[config.mk]
export PLATFORM = sky130hd
export DESIGN_NAME = pal_byte_writer
export DESIGN_NICKNAME = d
export VERILOG_FILES = /design/src/rtl/pal_wr_pkg.sv /design/src/rtl/pal_phase_ctl.sv /design/src/rtl/pal_idx_ctr.sv /design/src/rtl/pal_commit_reg.sv /design/src/rtl/pal_byte_writer.sv
export SDC_FILE = /design/constraint.sdc
export NUM_CORES = 1
export LEC_CHECK = 0
export BUFFER_PORTS_ARGS = -buffer_cell sky130_fd_sc_hd__buf_2
export CORE_MARGIN = 3
export CORE_UTILIZATION = 42
export CTS_CLUSTER_SIZE = 20
export DETAILED_ROUTE_END_ITERATION = 16
export GPL_ROUTABILITY_DRIVEN = 0
export PLACE_DENSITY = 0.68
export SYNTH_ARGS = -nofsm -noshare
export SYNTH_HDL_FRONTEND = slang
export SYNTH_SLANG_ARGS = --single-unit
[constraint.sdc]
create_clock -name clk -period 3.24 [get_ports clk]
set_input_delay 0.648 -clock clk [delete_from_list [all_inputs] [get_ports clk]]
set_output_delay 0.648 -clock clk [all_outputs]
set_load 0.01 [all_outputs]
[src/rtl/pal_wr_pkg.sv]
package pal_wr_pkg;
  localparam int unsigned CH_W    = 5;
  localparam int unsigned N_CH    = 3;
  localparam int unsigned COLOR_W = CH_W * N_CH;
  localparam int unsigned BYTE_W  = 8;
  localparam int unsigned HI_W    = COLOR_W - BYTE_W;
  localparam int unsigned IDX_W   = 8;

  typedef struct packed {
    logic [CH_W-1:0] blue;
    logic [CH_W-1:0] green;
    logic [CH_W-1:0] red;
  } color_t;
endpackage

[src/rtl/pal_phase_ctl.sv]
module pal_phase_ctl (
  input  logic clk,
  input  logic rst_n,
  input  logic ptr_we,
  input  logic byte_we,
  output logic phase_hi,
  output logic lo_cap,
  output logic hi_commit
);
  logic phase_d;
  logic phase_en;

  // A pointer load takes precedence over a data byte in the same cycle.
  always_comb begin
    lo_cap    = byte_we & ~ptr_we & ~phase_hi;
    hi_commit = byte_we & ~ptr_we &  phase_hi;
    phase_en  = ptr_we | byte_we;
    if (ptr_we) begin
      phase_d = 1'b0;
    end else begin
      phase_d = ~phase_hi;
    end
  end

  always_ff @(posedge clk or negedge rst_n) begin
    if (!rst_n) begin
      phase_hi <= 1'b0;
    end else if (phase_en) begin
      phase_hi <= phase_d;
    end
  end
endmodule

[src/rtl/pal_idx_ctr.sv]
module pal_idx_ctr #(
  parameter int unsigned IDX_W = 8
) (
  input  logic             clk,
  input  logic             rst_n,
  input  logic             load,
  input  logic [IDX_W-1:0] load_val,
  input  logic             step,
  output logic [IDX_W-1:0] idx
);
  logic [IDX_W-1:0] idx_d;
  logic             idx_en;

  always_comb begin
    idx_en = load | step;
    if (load) begin
      idx_d = load_val;
    end else begin
      idx_d = idx + IDX_W'(1);
    end
  end

  always_ff @(posedge clk or negedge rst_n) begin
    if (!rst_n) begin
      idx <= '0;
    end else if (idx_en) begin
      idx <= idx_d;
    end
  end
endmodule

[src/rtl/pal_commit_reg.sv]
module pal_commit_reg
  import pal_wr_pkg::*;
#(
  parameter int unsigned IDX_W = pal_wr_pkg::IDX_W
) (
  input  logic              clk,
  input  logic              rst_n,
  input  logic              lo_cap,
  input  logic              hi_commit,
  input  logic [BYTE_W-1:0] byte_data,
  input  logic [IDX_W-1:0]  cur_idx,
  output logic              pal_we,
  output logic [IDX_W-1:0]  pal_idx,
  output color_t            pal_val
);
  logic [BYTE_W-1:0] lo_q;
  color_t            val_d;

  always_ff @(posedge clk or negedge rst_n) begin
    if (!rst_n) begin
      lo_q <= '0;
    end else if (lo_cap) begin
      lo_q <= byte_data;
    end
  end

  // The top bit of the high byte is dropped; the colour is exactly HI_W + BYTE_W wide.
  always_comb begin
    val_d = color_t'({byte_data[HI_W-1:0], lo_q});
  end

  always_ff @(posedge clk or negedge rst_n) begin
    if (!rst_n) begin
      pal_we <= 1'b0;
    end else begin
      pal_we <= hi_commit;
    end
  end

  always_ff @(posedge clk or negedge rst_n) begin
    if (!rst_n) begin
      pal_idx <= '0;
      pal_val <= '0;
    end else if (hi_commit) begin
      pal_idx <= cur_idx;
      pal_val <= val_d;
    end
  end
endmodule

[src/rtl/pal_byte_writer.sv]
module pal_byte_writer
  import pal_wr_pkg::*;
(
  input  logic                 clk,
  input  logic                 rst_n,
  input  logic                 ptr_we,
  input  logic [IDX_W-1:0]     ptr_data,
  input  logic                 byte_we,
  input  logic [BYTE_W-1:0]    byte_data,
  output logic                 pal_we,
  output logic [IDX_W-1:0]     pal_idx,
  output logic [COLOR_W-1:0]   pal_val
);
  logic [1:0]       rst_sync;
  logic             rst_int_n;
  logic             phase_hi;
  logic             lo_cap;
  logic             hi_commit;
  logic [IDX_W-1:0] cur_idx;
  color_t           val_s;

  // Asynchronous assertion, synchronous release.
  always_ff @(posedge clk or negedge rst_n) begin
    if (!rst_n) begin
      rst_sync <= 2'b00;
    end else begin
      rst_sync <= {rst_sync[0], 1'b1};
    end
  end
  assign rst_int_n = rst_sync[1];

  pal_phase_ctl u_phase (
    .clk       (clk),
    .rst_n     (rst_int_n),
    .ptr_we    (ptr_we),
    .byte_we   (byte_we),
    .phase_hi  (phase_hi),
    .lo_cap    (lo_cap),
    .hi_commit (hi_commit)
  );

  pal_idx_ctr #(.IDX_W(IDX_W)) u_idx (
    .clk      (clk),
    .rst_n    (rst_int_n),
    .load     (ptr_we),
    .load_val (ptr_data),
    .step     (hi_commit),
    .idx      (cur_idx)
  );

  pal_commit_reg #(.IDX_W(IDX_W)) u_commit (
    .clk       (clk),
    .rst_n     (rst_int_n),
    .lo_cap    (lo_cap),
    .hi_commit (hi_commit),
    .byte_data (byte_data),
    .cur_idx   (cur_idx),
    .pal_we    (pal_we),
    .pal_idx   (pal_idx),
    .pal_val   (val_s)
  );

  assign pal_val = val_s;
endmodule

==> metrics.md, run 1 <==
| Metric | Value |
|---|---|
| DR vias | 1144 |
| Boundary pin count | 44 |
| Design Power | 1.41 mW |
| Area Growth Syn to Fin | 18.1% |
| Setup WS pre-CTS | 1.14 ns |
| Setup violators final | 0 |
| Int Pwr | 1.01 mW |
| Starting density of the core | 45.6% |
| Hold buffers post-CTS | 0 |
| # clock sinks | 43 |
| Arrival time worst endpoint | 1.97 ns |
| Max-slew violation count | 0 |
| Non-filler instance count after layout | 218 |
| Static Leakage | 0.988 nW |
| Synth unique cells | 27 |
| Hold WS | 0.139 ns |
| Synth Warn # | 0 |
| Reg clk slew, reported paths | 0.07 ns |
| DR pass1 iterations | 4 |
| Synth Register Bits | 43 |
| Worst endpoint required time | 3.40 ns |
| Hold Crit Class | in -> async |
| Power per cell area | 678 mW/mm^2 |
| Min Clock Period, post-route | 1.81 ns |
| Worst path slowest cell | mux2_2 |
| WL final | 3200 um |
| Register area share after synthesis | 61.2% |
| Setup Buffers After CTS | 0 |
| Share of cells above drive strength 1 | 48.8% |
| CP Cell Sequence | buf_2 > nand3b_1 > buf_4 > mux2_2 |
| Most frequent cells in the layout | 43 x buf_2, 43 x dfrtp_1, 30 x mux2_2 |
| Synth Net Count | 144 |
| Dpl cells | 210 |
| Post-detail-place hpwl | 2330 um |
| Tcrit/Tclk final | 55.8% |
| Largest net degree at the start of global routing | 42 |
| Die X | 70.7 um |
| Fillers | 361 |
| CTS tree | done |
| Net Switching | 0.393 mW |
| Setup Skew | 0.00352 ns |
| Max Cap Viol | 0 |
| Area of the mapped netlist | 0.00176 mm^2 |
| Status | complete, no violations |
| Fmax | 0.553 GHz |
| Sum of negative setup slack | 0 ns |
| Crit-path max FO | 24 |
| Mean post-synth cell area | 14.3 um^2 |
| Row count | 22 |
| Final core occ | 53.9% |
| WL/cell | 14.7 um |
| Final hold violations | 0 |
| Layout net count | 190 |
| DR DRC count | 0 |
| Die Ht | 70.7 um |
| Total gr overflow | 0 |
| Mapped Cells | 123 |
| Final worst slack | 1.43 ns |
| Max stage delay on crit path | 0.38 ns |
| Critical Path End Type | register |
| TritonCTS Buffers | 5 |
| ANT nets after route | 0 |
| Vias/cell | 5.25 |
| CP Launch Type | input pin |
| Post-CTS sizing | 0 |
| Initial antenna violation count | 0 |
| Switching Share | 28.0% |
| Crit Path Class | in -> reg |
| Clk root buf | clkbuf_8 |
| Initial DRC count | 53 |
| Core Region | 0.00385 mm^2 |
| CTS max path bufs | 2 |
| Gate power share | 24.7% |
| RSZ-0062 raised after global routing | false |
| Placement Cell Area | 0.00199 mm^2 |
| First-pass GRT wire length | 5340 um |
| Die Area | 0.00500 mm^2 |
| Clock network fraction of total power | 21.8% |
| Maximum VDD drop | 0.359 mV |
| Clock latency at the later pin of the worst-skew pair | 0.28 ns |
| Post-route cell area | 0.00208 mm^2 |
| Sequential power share | 53.5% |
| Port Buffers | 43 |
| Antenna cell count | 0 |
| Overall global routing resource usage | 13.6% |
| Vias in the first global route | 1145 |
| H-tree depth | 2 |
## layout make-up
cell class	instances	area, um^2	share of cell area (%)
clock inverters	1	5.00	0.241
flip-flops and latches	43	1080	51.8
inverters	2	7.51	0.362
clock buffers	7	76.3	3.68
repair buffers	45	230	11.1
multi-input cells	72	621	29.9
well taps	48	60.1	2.89
## worst max-delay path, delay by kind of cell
kind | cells | cell delay, ns
buffers and inverters | 2 | 0.63
muxes | 1 | 0.38
and+or+nand+nor | 1 | 0.31
## power groups by stage
stage / combinational (mW) / clock [mW] / sequential (mW)
2_1_floorplan: 0.152 / 0 / 0.807
3_3_place_gp: 0.345 / 0 / 0.757
3_5_place_dp: 0.354 / 0 / 0.767
4_1_cts: 0.356 / 0.321 / 0.755
5_1_grt: 0.383 / 0.348 / 0.773
6_report: 0.348 / 0.306 / 0.752
## kinds of logic after synthesis
kind of cell	share of synthesized area, %
DFF	61.2
muxes	20.4
and+or+nand+nor	6.98
AOI/OAI and AO/OA	5.48
buffers and inverters	3.49
xor gates and xnor gates	1.49
adders and majority gates	0.712
other	0.213
## synthesized netlist by cell type
cell      instances  area share (%)
nand2_1           8             1.7
mux2_1            1            0.64
nand3b_1          1            0.43
clkbuf_1          1            0.21
mux2i_1           1            0.57
o311a_1           2             1.1
ha_1              1            0.71
mux2_2           30              19
a221o_1           2             1.1
o211ai_1          2            0.85
nor2_1            3            0.64
nand3_1           5             1.4
o311ai_1          2             1.0
xor2_1            2             1.0
nand2_2           1            0.36
nor3b_4           1             1.1
dfrtp_1          43              61
o311ai_0          1            0.50
buf_2             1            0.28
buf_6             4             2.6
xnor2_1           1            0.50
nand4_1           1            0.36
nor3_1            2            0.57
or4_1             1            0.43
conb_1            1            0.21
inv_1             2            0.43
o21ai_0           3            0.85
## registers in the layout (all words and copies together), names as in the netlist
name,flops
rst_sync,2
u_commit.pal_idx,8
u_commit.lo_q,8
u_phase.phase_hi,1
u_commit.pal_val,15
u_idx.idx,8
u_commit.pal_we,1
## worst paths after layout
check,slack (ns),from,cells after the start,to
setup / recovery,1.43,ptr_we,4,u_commit.pal_idx[0]$_DFFE_PN0P_
hold reg to reg,0.30,rst_sync[1]$_DFF_PN0_,1,u_commit.lo_q[2]$_DFFE_PN0P_
min in group clk,0.36,rst_sync[0]$_DFF_PN0_,0,rst_sync[1]$_DFF_PN0_
max in group asynchronous,2.61,rst_sync[1]$_DFF_PN0_,1,u_commit.pal_val[13]$_DFFE_PN0P_
hold / removal,0.14,rst_n,1,rst_sync[0]$_DFF_PN0_
setup reg to reg,1.64,u_phase.phase_hi$_DFFE_PN0P_,3,u_commit.pal_idx[0]$_DFFE_PN0P_
## per-layer routing
metal  vias to the layer above  GRT usage (%)  part of all wire (%)  wire [um]
met4                         0           5.01                   1.4         44
met3                         4           4.55                   5.7        183
met5                         -              0                     0          0
met2                        42           22.0                    51       1630
met1                       571           16.9                    42       1340
li1                        527              -                     -          -
Power figures use the tool's default switching activity.
==> inputs of run 2 (changes only) <==
clock period = 1.8 ns   (was 3.24 ns; I/O delays follow)
==> run 2 against run 1 <==
Clock skew grew 0.0019 ns. Clock-buffer cell count is the same. Via count shrank 0.96%. Largest power group unchanged. Highest routed layer unchanged.
==> metrics.md, run 2 (synthesized netlist as in run 1, its figures left out) <==
| Metric | Value |
|---|---|
| DR DRC count | 0 |
| Setup violators final | 0 |
| Antenna cell count | 0 |
| Layout net count | 193 |
| Post-detail-place hpwl | 2470 um |
| Reg-to-reg slack, setup | 0.28 ns |
| Power per cell area | 1250 mW/mm^2 |
| First-pass GRT wire length | 5770 um |
| Port Buffers | 43 |
| Crit-path max FO | 6 |
| Hold Crit Class | in -> reg |
| Final worst slack | 0.284 ns |
| DR pass1 iterations | 4 |
| WL final | 3360 um |
| Vias in the first global route | 1228 |
| Post-route cell area | 0.00212 mm^2 |
| Worst Max-Slew Pin Slew | 0.502 ns |
| Reg clk slew, reported paths | 0.08 ns |
| Min Clock Period, post-route | 1.52 ns |
| Setup Skew | 0.00539 ns |
| Maximum VDD drop | 0.643 mV |
| Sum of negative setup slack | 0 ns |
| DR vias | 1133 |
| Max transition margin | 66.5% |
| Die Ht | 70.7 um |
| Final hold violations | 0 |
| Most flops, register | u_commit.pal_val |
| Met2 usage | 24.5% |
| Max Cap Viol | 0 |
| Tcrit/Tclk final | 84.2% |
| Crit Path Class | reg -> reg |
| CTS max path bufs | 2 |
| Clock latency at the later pin of the worst-skew pair | 0.29 ns |
| Grt peak-use layer | met2 |
| Largest net degree at the start of global routing | 42 |
| Met1 global-route usage | 17.5% |
| Arrival time worst endpoint | 1.69 ns |
| Total gr overflow | 0 |
| Vias/cell | 5.13 |
| ANT nets after route | 0 |
| Area Growth Syn to Fin | 20.8% |
| Overall global routing resource usage | 14.6% |
| Fmax | 0.660 GHz |
| Critical Path End Type | register |
| Static Leakage | 1.01 nW |
| TritonCTS Buffers | 5 |
| # clock sinks | 43 |
| Core Region | 0.00385 mm^2 |
| Share of cells above drive strength 1 | 50.3% |
| Max reg flops | 15 |
| Status | complete, no violations |
| Max-slew violation count | 0 |
| CTS tree | done |
| CP Launch Type | register |
| Initial DRC count | 49 |
| Die Area | 0.00500 mm^2 |
| Clk root buf | clkbuf_8 |
| Placement Cell Area | 0.00201 mm^2 |
| Most frequent cells in the layout | 43 x buf_2, 43 x dfrtp_1, 30 x mux2_2 |
| Setup Buffers After CTS | 0 |
| Boundary pin count | 44 |
| Die X | 70.7 um |
| Worst endpoint required time | 1.97 ns |
| Setup WS pre-CTS | 0.295 ns |
| Post-CTS sizing | 0 |
| WL/cell | 15.2 um |
| Starting density of the core | 45.6% |
| H-tree depth | 2 |
| RSZ-0062 raised after global routing | false |
| Initial antenna violation count | 0 |
| Row count | 22 |
| Met3 Resource Use GR | 4.26% |
-- run 2: changes by cell type in the layout (fill, tap and decap cells not counted), sizes merged --
cell         before  now
clkinvlp          0    1
dlygate4sd3       0    1
clkinv            1    0
buf              45   47
-- run 2: repair_timing --
action | 4_1_cts | 5_1_grt
hold endpoints to repair | 2 | 0
hold buffers | 1 | 0
endpoints found under the setup margin | 0 | 0
-- run 2: report_power, final --
| part | switching, mW | total [mW] | leakage (nW) | internal [mW] |
|---|---|---|---|---|
| registers | 0.137 | 1.35 | 0.521 | 1.21 |
| logic | 0.294 | 0.637 | 0.438 | 0.343 |
| clock network | 0.314 | 0.663 | 0.0505 | 0.349 |
-- run 2: final timing paths --
check	cells after the start	from	end
setup / recovery	4	u_idx.idx[0]$_DFFE_PN0P_	u_idx.idx[6]$_DFFE_PN0P_
hold / removal	3	ptr_data[1]	u_idx.idx[1]$_DFFE_PN0P_
setup reg to reg	4	u_idx.idx[0]$_DFFE_PN0P_	u_idx.idx[6]$_DFFE_PN0P_
hold reg to reg	1	rst_sync[1]$_DFF_PN0_	u_commit.lo_q[5]$_DFFE_PN0P_
max in group asynchronous	1	rst_sync[1]$_DFF_PN0_	u_commit.pal_idx[5]$_DFFE_PN0P_
min in group asynchronous	1	rst_sync[1]$_DFF_PN0_	u_commit.lo_q[5]$_DFFE_PN0P_
-- run 2: routing by layer --
metal | routed length (um) | up-vias
met1 | 1380 | 557
met4 | 57 | 0
met3 | 184 | 7
li1 | - | 536
met5 | 0 | -
met2 | 1740 | 33
-- run 2: cell type report --
class / count / area (um^2)
clock inverter: 1 / 7.51
clock buffer: 7 / 96.3
multi-input combinational: 72 / 621
fill: 355 / 1730
timing repair buffer: 48 / 255
inverter: 2 / 7.51
tap: 48 / 60.1
sequential: 43 / 1080
-- run 2: worst max-delay path, cell delays in order, from the launching register on --
cell and delay [ns]:
dfrtp_1 0.46, ha_1 0.20, nand3_1 0.15, o311a_1 0.33, a221o_1 0.26
-- run 2: stage by stage --
stage	hold slack [ns]	utilization (%)	power, mW	instances
2_1_floorplan	0.0644	-	1.73	123
3_3_place_gp	0.144	52.1	1.98	212
3_5_place_dp	0.147	52.1	2.02	212
4_1_cts	0.284	55.1	2.69	221
5_1_grt	0.295	55.1	2.82	221
6_report	0.285	55.1	2.65	221
==> inputs of run 3 (changes only) <==
clock period = 1.4 ns   (was 1.8 ns; I/O delays follow)
==> run 3 against run 2 <==
Clock skew increased by 0.0032 ns. Non-clock buffer count increased by 6. Global-route usage shrank 0.83 points. Sequential cell count did not move. First-iteration DRC count down 33%. Routed wire length is 4.5% lower. Critical path depth stayed put. Die area unchanged. Combinational power up 34%. Sequential share of layout area down 2.1 points. Sequential power increased by 28%. Clock-buffer cell count decreased by 1. Largest cell class unchanged. Highest routed layer unchanged.
==> metrics.md, run 3 (synthesized netlist as in run 1, its figures left out) <==
| Metric | Value |
|---|---|
| Layout net count | 199 |
| Share of cells above drive strength 1 | 53.6% |
| Most flops, register | u_commit.pal_val |
| Int Pwr | 2.74 mW |
| CP Launch Type | register |
| Sum of negative setup slack | 0 ns |
| Total gr overflow | 0 |
| WL/cell | 14.1 um |
| CP endpoint | u_idx.idx[6]$_DFFE_PN0P_ |
| Setup WS pre-CTS | 0.0122 ns |
| Max Cap Viol | 0 |
| Setup Buffers After CTS | 0 |
| CTS max path bufs | 2 |
| First-pass GRT wire length | 5430 um |
| Overall global routing resource usage | 13.8% |
| Worst Setup SP | u_idx.idx[0]$_DFFE_PN0P_ |
| Vias in the first global route | 1193 |
| Clock latency at the later pin of the worst-skew pair | 0.29 ns |
| Starting density of the core | 45.6% |
| Crit-path max FO | 4 |
| CP Cell Sequence | ha_2 > nand3_2 > o311a_1 > a221o_1 |
| Max reg flops | 15 |
| CTS tree | done |
| Row count | 22 |
| TritonCTS Buffers | 5 |
| Hold Crit Class | in -> reg |
| Worst path slowest cell | dfrtp_1 |
| Design Power | 3.69 mW |
| Gate power share | 23.1% |
| Initial DRC count | 33 |
| Min Clock Period, post-route | 1.34 ns |
| Maximum VDD drop | 0.961 mV |
| Clock network fraction of total power | 30.0% |
| Worst endpoint required time | 1.58 ns |
| Crit Path Class | reg -> reg |
| Die Ht | 70.7 um |
| Tcrit/Tclk final | 96.0% |
| Net Switching | 0.951 mW |
| Reg2Reg Depth | 4 |
| Switching Share | 25.8% |
| Antenna cell count | 0 |
| Vias/cell | 5.08 |
| Arrival time worst endpoint | 1.53 ns |
| Area Growth Syn to Fin | 26.3% |
| Initial antenna violation count | 0 |
| Fmax | 0.744 GHz |
| Power per cell area | 1660 mW/mm^2 |
| Die X | 70.7 um |
| Boundary pin count | 44 |
| Reg-to-reg slack, setup | 0.06 ns |
| Static Leakage | 1.05 nW |
| DR DRC count | 0 |
| Port Buffers | 43 |
| Final worst slack | 0.0554 ns |
| DR pass1 iterations | 4 |
| # clock sinks | 43 |
| ANT nets after route | 0 |
| Most frequent cells in the layout | 43 x buf_2, 41 x dfrtp_1, 30 x mux2_2 |
| Setup Skew | 0.00854 ns |
| Status | complete, no violations |
| RSZ-0062 raised after global routing | false |
| Largest net degree at the start of global routing | 42 |
| Clk root buf | clkbuf_8 |
| Worst R2R Start | u_idx.idx[0]$_DFFE_PN0P_ |
| Final hold violations | 0 |
| WL final | 3210 um |
| Critical Path End Type | register |
| Max stage delay on crit path | 0.36 ns |
| Max-slew violation count | 0 |
| Reg clk slew, reported paths | 0.08 ns |
| DR vias | 1154 |
| Post-detail-place hpwl | 2400 um |
| Final core occ | 57.6% |
| Commonest non-fill, non-tap cell in the layout | buf_2 |
| Sequential power share | 46.9% |
| Setup violators final | 0 |
| Core Region | 0.00385 mm^2 |
| H-tree depth | 2 |
| Die Area | 0.00500 mm^2 |
| RR Endpoint | u_idx.idx[6]$_DFFE_PN0P_ |
## run 3: changes by cell type in the layout (fill, tap and decap cells not counted)
cell        before  now
ha_1             1    0
buf_4            4    9
ha_2             0    1
clkinvlp_4       1    0
nand3_2          0    1
clkbuf_1         0    1
bufinv_16        0    2
buf_12           0    1
dfrtp_2          0    2
nand3_1          5    4
clkbuf_8         7    5
dfrtp_1         43   41
## run 3: worst min path at each step
stage	startpoint	end	slack, ns	cells past startpoint
after floorplan	rst_n	rst_sync[0]$_DFF_PN0_	-0.02	0
after CTS	ptr_data[7]	u_idx.idx[7]$_DFFE_PN0P_	0.20	3
after detailed placement	rst_n	rst_sync[0]$_DFF_PN0_	0.07	1
final	ptr_data[1]	u_idx.idx[1]$_DFFE_PN0P_	0.21	3
after global routing	ptr_data[7]	u_idx.idx[7]$_DFFE_PN0P_	0.20	3
after global placement	rst_n	rst_sync[1]$_DFF_PN0_	0.06	1
## run 3: worst max-delay path: cells and delay by family (launching register included)
family	cells	cell delay (ns)
DFF	1	0.36
AOI/OAI and AO/OA	2	0.56
and+or+nand+nor	1	0.11
adders and majority gates	1	0.21
## run 3: final cells by class
class	instances	area (um^2)
flip-flops and latches	43	1080
clock buffers	6	72.6
multi-input cells	72	628
well taps	48	60.1
fillers	355	1630
clock inverters	2	60.1
repair buffers	54	313
inverters	2	7.51
## run 3: power groups by stage
stage | clock network [mW] | registers (mW) | logic, mW
after floorplan | 0 | 1.87 | 0.353
after global placement | 0 | 1.73 | 0.841
after detailed placement | 0 | 1.76 | 0.863
after CTS | 1.13 | 1.73 | 0.871
after global routing | 1.20 | 1.78 | 0.942
final | 1.11 | 1.73 | 0.853
## run 3: layer usage
| layer | global-route usage, % | part of all wire [%] | vias up |
|---|---|---|---|
| li1 | - | - | 549 |
| met1 | 16.3 | 41 | 573 |
| met2 | 23.7 | 53 | 26 |
| met3 | 5.40 | 5.3 | 6 |
| met4 | 3.13 | 0.97 | 0 |
| met5 | 0 | 0 | - |
## run 3: timing repair
item,CTS,global route
hold endpoints to repair,2,0
hold buffers,1,0
endpoints found under the setup margin,0,4
resized for setup,0,4
## run 3: per-stage QoR
stage	area, um^2	hold slack [ns]	instances
2_1_floorplan	1760	-0.0156	123
3_3_place_gp	2070	0.0648	218
3_5_place_dp	2070	0.0685	218
4_1_cts	2210	0.204	227
5_1_grt	2220	0.202	227
6_report	2220	0.206	227
